[config.mk]
export PLATFORM = sky130hd
export DESIGN_NAME = mdio_dual_slave
export DESIGN_NICKNAME = d
export VERILOG_FILES = /design/src/rtl/mdio_dual_pkg.sv /design/src/rtl/mdio_route.sv /design/src/rtl/mdio_frame_fsm.sv /design/src/rtl/mdio_tx.sv /design/src/rtl/mdio_dual_slave.sv
export SDC_FILE = /design/constraint.sdc
export NUM_CORES = 1
export LEC_CHECK = 0
export BUFFER_PORTS_ARGS = -buffer_cell sky130_fd_sc_hd__clkbuf_2
export CAP_MARGIN = 10
export CORE_MARGIN = 5
export CORE_UTILIZATION = 28
export DETAILED_ROUTE_END_ITERATION = 7
export PLACE_DENSITY_LB_ADDON = 0.1
export SYNTH_ARGS = -nofsm -noshare
export SYNTH_HDL_FRONTEND = slang
export SYNTH_SLANG_ARGS = --single-unit
[constraint.sdc]
create_clock -name mdc -period 3.9 [get_ports mdc]
set_input_delay 0.585 -clock mdc [delete_from_list [all_inputs] [get_ports mdc]]
set_output_delay 0.585 -clock mdc [all_outputs]
set_load 0.005 [all_outputs]
[src/rtl/mdio_dual_pkg.sv]
package mdio_dual_pkg;

    typedef enum logic [2:0] {
        ST_PRE,
        ST_SOF,
        ST_OP,
        ST_PHY,
        ST_REG,
        ST_TA,
        ST_DATA
    } mdio_state_e;

    localparam logic [1:0] OPC_READ  = 2'b10;
    localparam logic [1:0] OPC_WRITE = 2'b01;

endpackage

[src/rtl/mdio_route.sv]
module mdio_route #(
    parameter int FIELD_W  = 5,
    parameter int ADDR_W   = 7,
    parameter int SEL_BIT  = 2,
    parameter int STD_LAST = 5,
    parameter int PORT_W   = 2
) (
    input  logic [FIELD_W-1:0] phyad,
    input  logic [FIELD_W-1:0] regad,
    input  logic [PORT_W-1:0]  port_addr,
    output logic               cfg_sel,
    output logic               hit,
    output logic               reg_ok,
    output logic [ADDR_W-1:0]  addr
);
    localparam int HI_W = ADDR_W - FIELD_W;

    always_comb begin
        cfg_sel = phyad[SEL_BIT];
        if (cfg_sel) begin
            addr   = {phyad[FIELD_W-1 -: HI_W], regad};
            hit    = 1'b1;
            reg_ok = 1'b1;
        end else begin
            addr   = ADDR_W'(regad);
            hit    = (phyad[PORT_W-1:0] == port_addr);
            reg_ok = (regad <= FIELD_W'(STD_LAST));
        end
    end

endmodule

[src/rtl/mdio_frame_fsm.sv]
module mdio_frame_fsm
    import mdio_dual_pkg::*;
#(
    parameter int PRE_LEN  = 32,
    parameter int DATA_W   = 16,
    parameter int CFG_W    = 8,
    parameter int FIELD_W  = 5,
    parameter int ADDR_W   = 7,
    parameter int SEL_BIT  = 2,
    parameter int STD_LAST = 5,
    parameter int PORT_W   = 2
) (
    input  logic              clk,
    input  logic              rst_n,
    input  logic              mdio_i,
    input  logic [PORT_W-1:0] port_addr,
    output logic              rd_en,
    output logic              wr_en,
    output logic              space_q,
    output logic              valid_q,
    output logic [ADDR_W-1:0] addr_q,
    output logic [DATA_W-1:0] wdata_q,
    output logic              tx_load,
    output logic              tx_shift,
    output logic              tx_drive_ta,
    output logic              tx_drive_data
);
    localparam int PRE_CW = $clog2(PRE_LEN + 1);
    localparam int CNT_W  = $clog2(DATA_W);
    localparam logic [CNT_W-1:0]  FLD_LAST  = CNT_W'(FIELD_W - 1);
    localparam logic [CNT_W-1:0]  DATA_LAST = CNT_W'(DATA_W - 1);
    localparam logic [PRE_CW-1:0] PRE_FULL  = PRE_CW'(PRE_LEN);

    mdio_state_e        state_q, state_d;
    logic [CNT_W-1:0]   cnt_q, cnt_d;
    logic [PRE_CW-1:0]  pre_q, pre_d;

    logic               op_hi_q;
    logic               is_read_q;
    logic               hit_q;
    logic [FIELD_W-1:0] phy_sr;
    logic [FIELD_W-1:0] reg_sr;
    logic [FIELD_W-1:0] reg_next;
    logic [DATA_W-1:0]  wd_sr;
    logic [DATA_W-1:0]  wd_next;
    logic [1:0]         opcode;

    logic               rt_cfg;
    logic               rt_hit;
    logic               rt_ok;
    logic [ADDR_W-1:0]  rt_addr;

    assign reg_next = {reg_sr[FIELD_W-2:0], mdio_i};
    assign wd_next  = {wd_sr[DATA_W-2:0], mdio_i};
    assign opcode   = {op_hi_q, mdio_i};

    mdio_route #(
        .FIELD_W (FIELD_W),
        .ADDR_W  (ADDR_W),
        .SEL_BIT (SEL_BIT),
        .STD_LAST(STD_LAST),
        .PORT_W  (PORT_W)
    ) u_route (
        .phyad    (phy_sr),
        .regad    (reg_next),
        .port_addr(port_addr),
        .cfg_sel  (rt_cfg),
        .hit      (rt_hit),
        .reg_ok   (rt_ok),
        .addr     (rt_addr)
    );

    // next-state logic
    always_comb begin
        state_d = state_q;
        cnt_d   = cnt_q + 1'b1;
        pre_d   = '0;
        unique case (state_q)
            ST_PRE: begin
                cnt_d = '0;
                if (mdio_i) begin
                    pre_d = (pre_q == PRE_FULL) ? pre_q : pre_q + 1'b1;
                end else if (pre_q == PRE_FULL) begin
                    state_d = ST_SOF;
                end
            end
            ST_SOF: begin
                cnt_d   = '0;
                state_d = mdio_i ? ST_OP : ST_PRE;
            end
            ST_OP: begin
                if (cnt_q == CNT_W'(1)) begin
                    cnt_d = '0;
                    if (opcode == OPC_READ || opcode == OPC_WRITE) begin
                        state_d = ST_PHY;
                    end else begin
                        state_d = ST_PRE;
                    end
                end
            end
            ST_PHY: begin
                if (cnt_q == FLD_LAST) begin
                    cnt_d   = '0;
                    state_d = ST_REG;
                end
            end
            ST_REG: begin
                if (cnt_q == FLD_LAST) begin
                    cnt_d   = '0;
                    state_d = ST_TA;
                end
            end
            ST_TA: begin
                if (cnt_q == CNT_W'(1)) begin
                    cnt_d   = '0;
                    state_d = ST_DATA;
                end
            end
            ST_DATA: begin
                if (cnt_q == DATA_LAST) begin
                    cnt_d   = '0;
                    state_d = ST_PRE;
                end
            end
            default: begin
                cnt_d   = '0;
                state_d = ST_PRE;
            end
        endcase
    end

    // state register
    always_ff @(posedge clk or negedge rst_n) begin
        if (!rst_n) begin
            state_q <= ST_PRE;
            cnt_q   <= '0;
            pre_q   <= '0;
        end else begin
            state_q <= state_d;
            cnt_q   <= cnt_d;
            pre_q   <= pre_d;
        end
    end

    // field capture and register port outputs
    always_ff @(posedge clk or negedge rst_n) begin
        if (!rst_n) begin
            op_hi_q   <= 1'b0;
            is_read_q <= 1'b0;
            hit_q     <= 1'b0;
            valid_q   <= 1'b0;
            space_q   <= 1'b0;
            addr_q    <= '0;
            phy_sr    <= '0;
            reg_sr    <= '0;
            wd_sr     <= '0;
            wdata_q   <= '0;
            rd_en     <= 1'b0;
            wr_en     <= 1'b0;
        end else begin
            rd_en <= 1'b0;
            wr_en <= 1'b0;
            unique case (state_q)
                ST_OP: begin
                    if (cnt_q == '0) begin
                        op_hi_q <= mdio_i;
                    end else begin
                        is_read_q <= (opcode == OPC_READ);
                    end
                end
                ST_PHY: begin
                    phy_sr <= {phy_sr[FIELD_W-2:0], mdio_i};
                end
                ST_REG: begin
                    reg_sr <= reg_next;
                    if (cnt_q == FLD_LAST) begin
                        space_q <= rt_cfg;
                        addr_q  <= rt_addr;
                        hit_q   <= rt_hit;
                        valid_q <= rt_ok;
                        rd_en   <= is_read_q && rt_hit && rt_ok;
                    end
                end
                ST_DATA: begin
                    if (!is_read_q) begin
                        wd_sr <= wd_next;
                        if (cnt_q == DATA_LAST) begin
                            wr_en   <= hit_q && valid_q;
                            wdata_q <= space_q
                                     ? {{(DATA_W-CFG_W){1'b0}}, wd_next[CFG_W-1:0]}
                                     : wd_next;
                        end
                    end
                end
                default: begin
                end
            endcase
        end
    end

    assign tx_load       = (state_q == ST_TA) && (cnt_q == '0);
    assign tx_shift      = (state_q == ST_DATA);
    assign tx_drive_ta   = is_read_q && hit_q && (state_q == ST_TA) && (cnt_q == CNT_W'(1));
    assign tx_drive_data = is_read_q && hit_q && (state_q == ST_DATA);

endmodule

[src/rtl/mdio_tx.sv]
module mdio_tx #(
    parameter int DATA_W = 16,
    parameter int CFG_W  = 8
) (
    input  logic              clk,
    input  logic              rst_n,
    input  logic              load,
    input  logic              shift,
    input  logic              drive_ta,
    input  logic              drive_data,
    input  logic              space,
    input  logic              valid,
    input  logic [DATA_W-1:0] rdata,
    output logic              mdio_o,
    output logic              mdio_oe
);
    logic [DATA_W-1:0] sh_q;
    logic [DATA_W-1:0] fmt;

    always_comb begin
        if (!valid) begin
            fmt = '0;
        end else if (space) begin
            fmt = {{(DATA_W-CFG_W){1'b0}}, rdata[CFG_W-1:0]};
        end else begin
            fmt = rdata;
        end
    end

    always_ff @(posedge clk or negedge rst_n) begin
        if (!rst_n) begin
            sh_q <= '0;
        end else if (load) begin
            sh_q <= fmt;
        end else if (shift) begin
            sh_q <= {sh_q[DATA_W-2:0], 1'b0};
        end
    end

    // launch on the falling edge, half a bit ahead of the master's sample
    always_ff @(negedge clk or negedge rst_n) begin
        if (!rst_n) begin
            mdio_oe <= 1'b0;
            mdio_o  <= 1'b0;
        end else begin
            mdio_oe <= drive_ta || drive_data;
            mdio_o  <= drive_data ? sh_q[DATA_W-1] : 1'b0;
        end
    end

endmodule

[src/rtl/mdio_dual_slave.sv]
module mdio_dual_slave #(
    parameter int PRE_LEN  = 32,
    parameter int DATA_W   = 16,
    parameter int CFG_W    = 8,
    parameter int FIELD_W  = 5,
    parameter int ADDR_W   = 7,
    parameter int SEL_BIT  = 2,
    parameter int STD_LAST = 5,
    parameter int PORT_W   = 2
) (
    input  logic              mdc,
    input  logic              rst_n,
    input  logic [PORT_W-1:0] port_addr,
    input  logic              mdio_i,
    output logic              mdio_o,
    output logic              mdio_oe,
    output logic              reg_rd_en,
    output logic              reg_wr_en,
    output logic              reg_space,
    output logic [ADDR_W-1:0] reg_addr,
    output logic [DATA_W-1:0] reg_wdata,
    input  logic [DATA_W-1:0] reg_rdata
);
    logic valid;
    logic tx_load;
    logic tx_shift;
    logic tx_drive_ta;
    logic tx_drive_data;

    mdio_frame_fsm #(
        .PRE_LEN (PRE_LEN),
        .DATA_W  (DATA_W),
        .CFG_W   (CFG_W),
        .FIELD_W (FIELD_W),
        .ADDR_W  (ADDR_W),
        .SEL_BIT (SEL_BIT),
        .STD_LAST(STD_LAST),
        .PORT_W  (PORT_W)
    ) u_fsm (
        .clk          (mdc),
        .rst_n        (rst_n),
        .mdio_i       (mdio_i),
        .port_addr    (port_addr),
        .rd_en        (reg_rd_en),
        .wr_en        (reg_wr_en),
        .space_q      (reg_space),
        .valid_q      (valid),
        .addr_q       (reg_addr),
        .wdata_q      (reg_wdata),
        .tx_load      (tx_load),
        .tx_shift     (tx_shift),
        .tx_drive_ta  (tx_drive_ta),
        .tx_drive_data(tx_drive_data)
    );

    mdio_tx #(
        .DATA_W(DATA_W),
        .CFG_W (CFG_W)
    ) u_tx (
        .clk       (mdc),
        .rst_n     (rst_n),
        .load      (tx_load),
        .shift     (tx_shift),
        .drive_ta  (tx_drive_ta),
        .drive_data(tx_drive_data),
        .space     (reg_space),
        .valid     (valid),
        .rdata     (reg_rdata),
        .mdio_o    (mdio_o),
        .mdio_oe   (mdio_oe)
    );

endmodule

==> summary.txt, run 1 <==
Critical path
  – R2R Path Start: u_fsm.cnt_q[0]$_DFF_PN0_
  – Critical Path RT: 3310 ps
  – Top delay family on crit path: flip-flops
  – R2r setup slk: 700 ps
  – CP cell instances: clkbuf_2
  – FF-to-FF End: u_tx.mdio_oe$_DFF_NN0_
  – CP Buf/Inv Count: 1
  – Stages on worst setup path: 1
  – Startpoint types: flip-flop
  – Crit-path max cell delay: 420 ps
  – Critical Path End: mdio_o
  – CP Max Fanout: 1
  – Critical Path End Type: output pin
  – Worst Setup SP: u_tx.mdio_o$_DFF_NN0_
  – Slowest CP cell: dfrtn_1
  – CP Data Arrival Time: 2830 ps
  – Worst R2R Path Depth: 5
  – WS Path Type: flip-flop to output pin

STA
  – Slew HR: 0.408
  – Layout Skew: 5.99 ps
  – Setup TNS: 0 ps
  – Worst-Margin Slew: 887 ps
  – Max Transition Viols Final: 0
  – Unrepaired setup endpoints after global routing: false
  – # setup viols final: 0
  – Hold Violations, Final: 0

Placement
  – Routability congestion estimate: 0.748
  – Port Buffers: 48
  – Post-DP HPWL: 5380 um
  – Post-DP Area: 4250 um2

Synth
  – Yosys warning total: 0
  – Post-synth cell types: 43
  – Mapped cell area: 3860 um2
  – Ys async rst share: 1.00
  – Post-synthesis sequential area ratio: 0.550
  – Primary FF master, synth: dfrtp_1
  – Avg Cell Area, Syn: 12.0 um2
  – Number of enable flip-flop cells after synthesis: 0
  – Mapped Cells: 323
  – Post-synth net total: 350
  – Yosys reg bits: 85

Routing
  – Via count: 2494
  – 1st-pass router iterations: 4
  – Detailed-route wire length per cell: 14.5 um
  – Via-per-instance ratio: 4.50
  – DRT iter0 DRCs: 145
  – Routed Antenna Nets: 0
  – Total wire length: 8030 um
  – DRC violations left: 0

Floorplan
  – Die area: 16300 um2
  – # IOs: 49
  – CORE AREA: 13700 um2
  – Rows: 43
  – Initial cell density of the core: 0.282
  – Die height: 127 um
  – Chip Width: 127 um

Final layout
  – Final instance area: 4540 um2
  – Total Nets Final: 396
  – Layout cells sized above 1: 0.302
  – Area occupied by multi-input gates: 1540 um2
  – Diode count: 0
  – Register area: 2130 um2
  – # fillers: 1437
  – Layout area overhead: 17.5%

Clock network
  – CTS max path bufs: 2
  – Post-CTS Setup Inserts: 0
  – CTS sink cnt: 85
  – CTS H-tree lvls: 3
  – CTS tree: yes
  – Clock Latency Late Sink: 340 ps
  – CTS Hold Bufs: 0
  – Root buf cell: clkbuf_16
  – # resized after CTS: 0
  – Clk slew on worst S/H paths: 60 ps
  – Cts bufs inserted: 9

Hold path
  – HP Class: input pin to async pin

Global route
  – GR Util All Layers: 0.106
  – First-pass GRT wire length: 13400 um
  – Antenna violations before repair: 0
  – Vias in the first global route: 2484
  – Largest net degree at the start of global routing: 69
  – Grt ovf: 0

Run
  – Max-Cap Viols: 0

Power and ir drop
  – Power density over the cells: 413 nW/um2
  – Peak supply drop: 0.164 mV
  – LEAKAGE: 2.07 nW

Run status
  – Status: completed
-- synth_stat cells, types with 6 or more instances --
| master | n | area, um2 |
|---|---|---|
| o21ai_0 | 27 | 135 |
| buf_2 | 8 | 40.0 |
| mux2i_1 | 12 | 120 |
| ha_1 | 6 | 75.1 |
| dfrtp_1 | 83 | 2080 |
| nand3_1 | 14 | 70.1 |
| nand2_1 | 18 | 67.6 |
| a21oi_1 | 10 | 50.1 |
| xnor2_1 | 6 | 52.6 |
| nor2_1 | 15 | 56.3 |
| inv_1 | 15 | 56.3 |
| mux2_2 | 34 | 383 |
| nand3b_1 | 11 | 82.6 |
-- worst register-to-register path: stages, from the launching register on --
cell	delay (ps)
dfrtp_1	420
ha_1	200
nor3b_1	130
buf_4	160
nand3_1	100
a21oi_1	80
-- flip-flops by register name, indices dropped and copies added, names as in the netlist, 3 cells and up --
| signal | count |
|---|---|
| u_fsm.wdata_q | 16 |
| u_fsm.pre_q | 6 |
| u_fsm.state_q | 3 |
| u_fsm.wd_sr | 15 |
| u_tx.sh_q | 16 |
| u_fsm.reg_sr | 4 |
| u_fsm.phy_sr | 5 |
| u_fsm.cnt_q | 4 |
| u_fsm.addr_q | 7 |
-- report_power, final --
part / total (mW) / internal (mW) / switching (mW) / leakage, nW
logic: 0.0844 / 0.0414 / 0.0430 / 0.847
clock network: 0.854 / 0.512 / 0.342 / 0.143
registers: 0.936 / 0.912 / 0.0244 / 1.08
total: 1.87 / 1.46 / 0.409 / 2.07
-- metrics by stage --
step / utilization / hold slack (ps) / setup slack (ps) / cells / total power [mW]
final: 0.331 / 113 / 489 / 554 / 1.87
after global routing: 0.331 / 112 / 458 / 554 / 1.97
after global placement: 0.310 / 479 / 708 / 538 / 1.04
after detailed placement: 0.310 / 480 / 687 / 538 / 1.04
after CTS: 0.331 / 109 / 474 / 554 / 1.92
after floorplan: - / 289 / 698 / 323 / 0.983
-- cell families after synthesis --
| family | synth area share |
|---|---|
| AO/OA/AOI/OAI | 0.0858 |
| adder cells (fa/ha/maj) | 0.0194 |
| buffers and inverters | 0.0518 |
| AND/OR/NAND/NOR | 0.130 |
| XOR/XNOR | 0.0204 |
| multiplexers | 0.142 |
| flip-flops | 0.550 |
-- area by class of cell --
type | instances | area share
Multi-Input combinational cell | 202 | 0.338
Inverter | 15 | 0.0124
Clock inverter | 4 | 0.0105
Clock buffer | 12 | 0.0543
Sequential cell | 85 | 0.468
Timing Repair Buffer | 56 | 0.0666
Tap cell | 180 | 0.0496
-- cells in the final DEF (no fill, tap or decap), types with 5 or more instances in the layout --
cell type,netlist,routed
dfrtp_1,83,83
clkbuf_2,1,47
mux2_2,34,34
o21ai_0,27,27
nand2_1,18,18
inv_1,15,15
nor2_1,15,15
nand3_1,14,14
mux2i_1,12,12
nand3b_1,11,11
a21oi_1,10,10
clkbuf_16,0,9
buf_4,2,9
xnor2_1,6,6
ha_1,6,6
nor3_1,5,5
o2bb2ai_1,5,5
-- metal layers --
layer	wire length, um	part of all wire	up-vias	global-route usage
met5	0	0	-	0
met4	105	0.013	0	0.0341
met3	389	0.048	6	0.0435
met2	3840	0.48	37	0.165
met1	3700	0.46	1224	0.135
li1	-	-	1227	-
-- worst min-delay path by stage --
stage	endpoint	depth (start not counted)	slack, ps
3_3_place_gp	u_fsm.wd_sr[14]$_DFFE_PN0P_	1	480
2_1_floorplan	u_fsm.addr_q[0]$_DFFE_PN0P_	0	290
5_1_grt	u_fsm.wd_sr[14]$_DFFE_PN0P_	1	110
6_report	u_fsm.wd_sr[14]$_DFFE_PN0P_	1	110
3_5_place_dp	u_fsm.wd_sr[14]$_DFFE_PN0P_	1	480
4_1_cts	u_fsm.wd_sr[14]$_DFFE_PN0P_	1	110
No activity file was read; power rests on OpenSTA's default activity.
==> inputs of run 2 (changes only) <==
--- a/config.mk
+++ b/config.mk
@@ -7,6 +7,8 @@
 export LEC_CHECK = 0
 export BUFFER_PORTS_ARGS = -buffer_cell sky130_fd_sc_hd__clkbuf_2
 export CAP_MARGIN = 10
+export CELL_PAD_IN_SITES_DETAIL_PLACEMENT = 1
+export CELL_PAD_IN_SITES_GLOBAL_PLACEMENT = 1
 export CORE_MARGIN = 5
 export CORE_UTILIZATION = 28
 export DETAILED_ROUTE_END_ITERATION = 7
==> summary.txt, run 2 (same netlist as run 1, synthesis figures left out) <==
Run status
  – Status: completed (unchanged)

Final layout
  – Finished Core Util: 0.331 (about the same)
  – Diode count: 0 (unchanged)
  – Total Nets Final: 396 (unchanged)
  – Non-filler instance count after layout: 554 (unchanged)
  – # fillers: 1523 (was 1437)
  – Layout cells sized above 1: 0.305 (was 0.302)
  – Layout area overhead: 17.4% (was 17.5%)
  – Largest registers: u_fsm.wdata_q (16), u_tx.sh_q (16), u_fsm.wd_sr (15) (unchanged)
  – Most frequent cells in the layout: dfrtp_1, clkbuf_2, mux2_2 (unchanged)
  – Most common cell after layout, fill and taps aside: dfrtp_1 (unchanged)

Placement
  – Routability congestion estimate: 0.735 (was 0.748)
  – Port Buffers: 48 (unchanged)
  – Placed Instances: 538 (unchanged)
  – Post-DP HPWL: 5840 um (was 5380 um)

Global route
  – First-pass GRT wire length: 14400 um (was 13400 um)
  – Vias in the first global route: 2732 (was 2484)
  – Largest net degree at the start of global routing: 77 (was 69)
  – Grt ovf: 0 (unchanged)
  – GR Util All Layers: 0.114 (was 0.106)
  – Antenna violations before repair: 0 (unchanged)

Critical path
  – Crit-path max cell delay: 390 ps (was 420 ps)
  – CP Data Arrival Time: 2800 ps (was 2830 ps)
  – R2r setup slk: 680 ps (was 700 ps)
  – CP cell instances: clkbuf_2 (unchanged)
  – Top delay family on crit path: flip-flops (unchanged)
  – FF-to-FF End: u_tx.mdio_oe$_DFF_NN0_ (unchanged)
  – WS Path Type: flip-flop to output pin (unchanged)
  – Startpoint types: flip-flop (unchanged)
  – R2R Path Start: u_fsm.cnt_q[0]$_DFF_PN0_ (unchanged)
  – Worst R2R Path Depth: 5 (unchanged)
  – CP Buf/Inv Count: 1 (unchanged)
  – Critical Path RT: 3310 ps (about the same)
  – Critical Path End Type: output pin (unchanged)
  – Stages on worst setup path: 1 (unchanged)
  – CP Max Fanout: 1 (unchanged)
  – Slowest CP cell: dfrtn_1 (unchanged)

Floorplan
  – # IOs: 49 (unchanged)
  – Rows: 43 (unchanged)
  – Die area: 16300 um2 (unchanged)
  – Initial cell density of the core: 0.282 (unchanged)
  – CORE AREA: 13700 um2 (unchanged)
  – Die height: 127 um (unchanged)
  – Chip Width: 127 um (unchanged)

Clock network
  – CTS H-tree lvls: 3 (unchanged)
  – Post-CTS Setup Inserts: 0 (unchanged)
  – CTS max path bufs: 2 (unchanged)
  – Clock Latency Late Sink: 340 ps (about the same)
  – Cts bufs inserted: 9 (unchanged)
  – CTS sink cnt: 85 (unchanged)
  – CTS tree: yes (unchanged)
  – Root buf cell: clkbuf_16 (unchanged)
  – Clk slew on worst S/H paths: 60 ps (about the same)
  – # resized after CTS: 0 (unchanged)
  – CTS Hold Bufs: 0 (unchanged)

Routing
  – DRC violations left: 0 (unchanged)
  – Routed Antenna Nets: 0 (unchanged)
  – DRT iter0 DRCs: 102 (was 145)
  – Via-per-instance ratio: 4.54 (was 4.50)
  – Total wire length: 8460 um (was 8030 um)
  – Detailed-route wire length per cell: 15.3 um (was 14.5 um)
  – Via count: 2515 (was 2494)
  – 1st-pass router iterations: 4 (unchanged)

STA
  – Worst-Margin Slew: 975 ps (was 887 ps)
  – Setup TNS: 0 ps (unchanged)
  – Max Transition Viols Final: 0 (unchanged)
  – Unrepaired setup endpoints after global routing: false (unchanged)
  – Layout Skew: 7.33 ps (was 5.99 ps)
  – # setup viols final: 0 (unchanged)
  – Slew HR: 0.350 (was 0.408)
  – Hold Violations, Final: 0 (unchanged)

Power and ir drop
  – LEAKAGE: 2.07 nW (about the same)
  – Power density over the cells: 406 nW/um2 (was 413 nW/um2)
  – Peak supply drop: 0.152 mV (was 0.164 mV)

Run
  – Max-Cap Viols: 0 (unchanged)

Hold path
  – HP Class: input pin to async pin (unchanged)
[run 2: report_power, final]
group / switching (mW) / internal (mW) / total, mW
combinational: 0.0436 / 0.0414 / 0.0850
clock: 0.351 / 0.469 / 0.820
sequential: 0.0238 / 0.911 / 0.935
[run 2: area by class of cell]
class | instances | area (um2) | share of cell area
tap | 180 | 225 | 0.0497
sequential | 85 | 2130 | 0.469
inverter | 15 | 56.3 | 0.0124
timing repair buffer | 56 | 303 | 0.0668
clock buffer | 12 | 256 | 0.0566
multi-input combinational | 202 | 1540 | 0.339
clock inverter | 4 | 30.0 | 0.00662
[run 2: worst max path at each step]
stage | start | end
finish | u_tx.mdio_o$_DFF_NN0_ | mdio_o
global route | u_tx.mdio_oe$_DFF_NN0_ | mdio_oe
CTS | u_tx.mdio_o$_DFF_NN0_ | mdio_o
detailed placement | u_fsm.cnt_q[0]$_DFF_PN0_ | u_tx.mdio_oe$_DFF_NN0_
global placement | u_fsm.cnt_q[0]$_DFF_PN0_ | u_tx.mdio_oe$_DFF_NN0_
floorplan | u_fsm.cnt_q[1]$_DFF_PN0_ | u_tx.mdio_oe$_DFF_NN0_
[run 2: through the flow]
| step | hold slack [ps] | setup WS [ps] | cell area (um2) | power, mW |
|---|---|---|---|---|
| 6_report | 80.9 | 519 | 4540 | 1.84 |
| 5_1_grt | 74.8 | 474 | 4540 | 1.93 |
| 4_1_cts | 70.8 | 487 | 4540 | 1.89 |
| 3_5_place_dp | 449 | 698 | 4250 | 1.04 |
| 3_3_place_gp | 450 | 720 | 4250 | 1.04 |
| 2_1_floorplan | 289 | 698 | 3860 | 0.983 |
[run 2: metal layers]
layer,up-vias,global-route usage,wire [um]
met5,-,0,0
met4,0,0.0341,119
met3,6,0.0401,300
met2,26,0.191,4190
met1,1265,0.137,3850
li1,1218,-,-
==> inputs of run 3 (changes only) <==
==> constraint.sdc (replaced) <==
create_clock -name mdc -period 3.9 [get_ports mdc]
set_input_delay 1.17 -clock mdc [delete_from_list [all_inputs] [get_ports mdc]]
set_output_delay 1.17 -clock mdc [all_outputs]
set_load 0.005 [all_outputs]
==> summary.txt, run 3 (same netlist as run 1, synthesis figures left out) <==
Run status
  – Status: finished, violations left (was completed)
  – Failing checks: setup timing

Critical path
  – CP cell instances: clkbuf_2 (unchanged)
  – Slowest CP cell: dfrtn_1 (unchanged)
  – WS Path Type: flip-flop to output pin (unchanged)
  – Top delay family on crit path: flip-flops (unchanged)
  – Critical Path RT: 2730 ps (was 3310 ps)
  – CP Max Fanout: 1 (unchanged)
  – Critical Path End Type: output pin (unchanged)
  – Crit-path max cell delay: 390 ps (about the same)
  – CP Buf/Inv Count: 1 (unchanged)
  – CP Data Arrival Time: 2800 ps (about the same)
  – Startpoint types: flip-flop (unchanged)

Clock network
  – Cts bufs inserted: 9 (unchanged)
  – CTS tree: yes (unchanged)
  – Clk slew on worst S/H paths: 60 ps (about the same)
  – # resized after CTS: 0 (unchanged)
  – Root buf cell: clkbuf_16 (unchanged)
  – CTS max path bufs: 2 (unchanged)
  – CTS sink cnt: 85 (unchanged)
  – Clock Latency Late Sink: 350 ps (was 340 ps)
  – CTS H-tree lvls: 3 (unchanged)

Final layout
  – Largest registers: u_fsm.wdata_q (16), u_tx.sh_q (16), u_fsm.wd_sr (15) (unchanged)
  – Layout cells sized above 1: 0.307 (was 0.305)
  – # fillers: 1527 (was 1523)
  – Most frequent cells in the layout: dfrtp_1, clkbuf_2, mux2_2 (unchanged)
  – Finished Core Util: 0.330 (was 0.331)
  – Total Nets Final: 397 (was 396)
  – Final instance area: 4530 um2 (was 4540 um2)
  – Most common cell after layout, fill and taps aside: dfrtp_1 (unchanged)
  – Diode count: 0 (unchanged)
  – Layout area overhead: 17.2% (was 17.4%)

Power and ir drop
  – Gate power share: 0.047 (was 0.046)
  – Switch Pwr: 0.423 mW (was 0.419 mW)
  – Sw frac: 0.232 (was 0.228)
  – Peak supply drop: 0.142 mV (was 0.152 mV)
  – LEAKAGE: 2.07 nW (about the same)
  – Internal: 1.40 mW (was 1.42 mW)
  – Reg power frac: 0.513 (was 0.508)
  – Clock power share: 0.440 (was 0.446)
  – Power density over the cells: 402 nW/um2 (was 406 nW/um2)

STA
  – # setup viols final: 2 (was 0)
  – Min Hold Slack: 485 ps (was 80.9 ps)
  – Max Transition Viols Final: 0 (unchanged)
  – Worst-Margin Slew: 642 ps (was 975 ps)
  – Slew HR: 0.572 (was 0.350)
  – Unrepaired setup endpoints after global routing: true (was false)
  – Hold Violations, Final: 0 (unchanged)
  – Layout Skew: 11.2 ps (was 7.33 ps)
  – Setup ws final: -65.3 ps (was 519 ps)

Floorplan
  – CORE AREA: 13700 um2 (unchanged)
  – Rows: 43 (unchanged)
  – # IOs: 49 (unchanged)
  – Die area: 16300 um2 (unchanged)
  – Initial cell density of the core: 0.282 (unchanged)
  – Die height: 127 um (unchanged)
  – Chip Width: 127 um (unchanged)

Global route
  – First-pass GRT wire length: 14300 um (was 14400 um)
  – Vias in the first global route: 2716 (was 2732)
  – Grt ovf: 0 (unchanged)
  – Largest net degree at the start of global routing: 50 (was 77)
  – Antenna violations before repair: 0 (unchanged)
  – GR Util All Layers: 0.113 (was 0.114)

Routing
  – Detailed-route wire length per cell: 15.5 um (was 15.3 um)
  – Routed Antenna Nets: 0 (unchanged)
  – Via count: 2508 (was 2515)
  – Total wire length: 8590 um (was 8460 um)
  – DRC violations left: 0 (unchanged)
  – DRT iter0 DRCs: 108 (was 102)
  – 1st-pass router iterations: 4 (unchanged)
  – Via-per-instance ratio: 4.53 (was 4.54)

Run
  – Max-Cap Viols: 0 (unchanged)

Placement
  – Post-DP Area: 4260 um2 (was 4250 um2)
  – Post-DP HPWL: 5940 um (was 5840 um)
  – Port Buffers: 48 (unchanged)
  – Routability congestion estimate: 0.714 (was 0.735)

Hold path
  – HP Class: flip-flop to flip-flop (was input pin to async pin)
run 3: cell types whose count changed in the layout (fill, tap and decap cells not counted):
| cell | change |
|---|---|
| buf_4 | +1 |
| clkbuf_1 | -1 |
| clkbuf_8 | -1 |
| clkinv_2 | +1 |
run 3: cell type report:
type                            count  area [um2]  share of cell area
Clock buffer                       10         239              0.0527
Clock inverter                      5        35.0             0.00773
Inverter                           15        56.3              0.0124
Multi-Input combinational cell    202        1540               0.339
Sequential cell                    85        2130               0.469
Tap cell                          180         225              0.0497
Timing Repair Buffer               57         310              0.0685
run 3: worst reg2reg max path, delay by kind of cell, from the launching register on:
kind / cells / cell delay, ps
adders and majority gates: 1 / 140
and+or+nand+nor: 2 / 470
DFF: 1 / 400
buffers and inverters: 1 / 80
AOI/OAI and AO/OA: 1 / 230
run 3: repair_timing:
item                                    4_1_cts  5_1_grt
hold buffers                                  0        0
endpoints found under the setup margin        2        2
setup buffers                                 0        0
run 3: worst paths after layout:
kind,start,endpoint,slack (ps),cells past startpoint
worst max-delay path,u_tx.mdio_o$_DFF_NN0_,mdio_o,-70,1
worst min-delay path,u_fsm.addr_q[0]$_DFFE_PN0P_,u_fsm.addr_q[0]$_DFFE_PN0P_,480,2
worst max register to register,u_fsm.cnt_q[1]$_DFF_PN0_,u_tx.mdio_oe$_DFF_NN0_,660,5
worst min register to register,u_fsm.addr_q[0]$_DFFE_PN0P_,u_fsm.addr_q[0]$_DFFE_PN0P_,480,2
max in group asynchronous,rst_n,u_tx.mdio_oe$_DFF_NN0_,1190,1
min in group asynchronous,rst_n,u_tx.sh_q[1]$_DFFE_PN0P_,670,1
run 3: routing by layer:
| metal | wire, um | up-vias | global-route usage |
|---|---|---|---|
| li1 | - | 1220 | - |
| met5 | 0 | - | 0 |
| met1 | 3830 | 1254 | 0.138 |
| met2 | 4300 | 25 | 0.185 |
| met3 | 327 | 9 | 0.0389 |
| met4 | 140 | 0 | 0.0435 |
run 3: metrics by stage:
stage / setup TNS, ps / instances / setup WS (ps) / power (mW)
after floorplan: 0 / 323 / 401 / 0.983
after global placement: 0 / 539 / 303 / 1.04
final: -119 / 554 / -65.3 / 1.82
after detailed placement: 0 / 539 / 297 / 1.04
after CTS: -160 / 554 / -83.7 / 1.87
after global routing: -199 / 554 / -101 / 1.92
run 3: power by group through the flow:
stage	clock [mW]	combinational (mW)	sequential (mW)
floorplan	0	0.0378	0.945
global placement	0	0.0884	0.951
detailed placement	0	0.0905	0.952
CTS	0.845	0.0910	0.936
global route	0.878	0.100	0.939
finish	0.801	0.0858	0.935
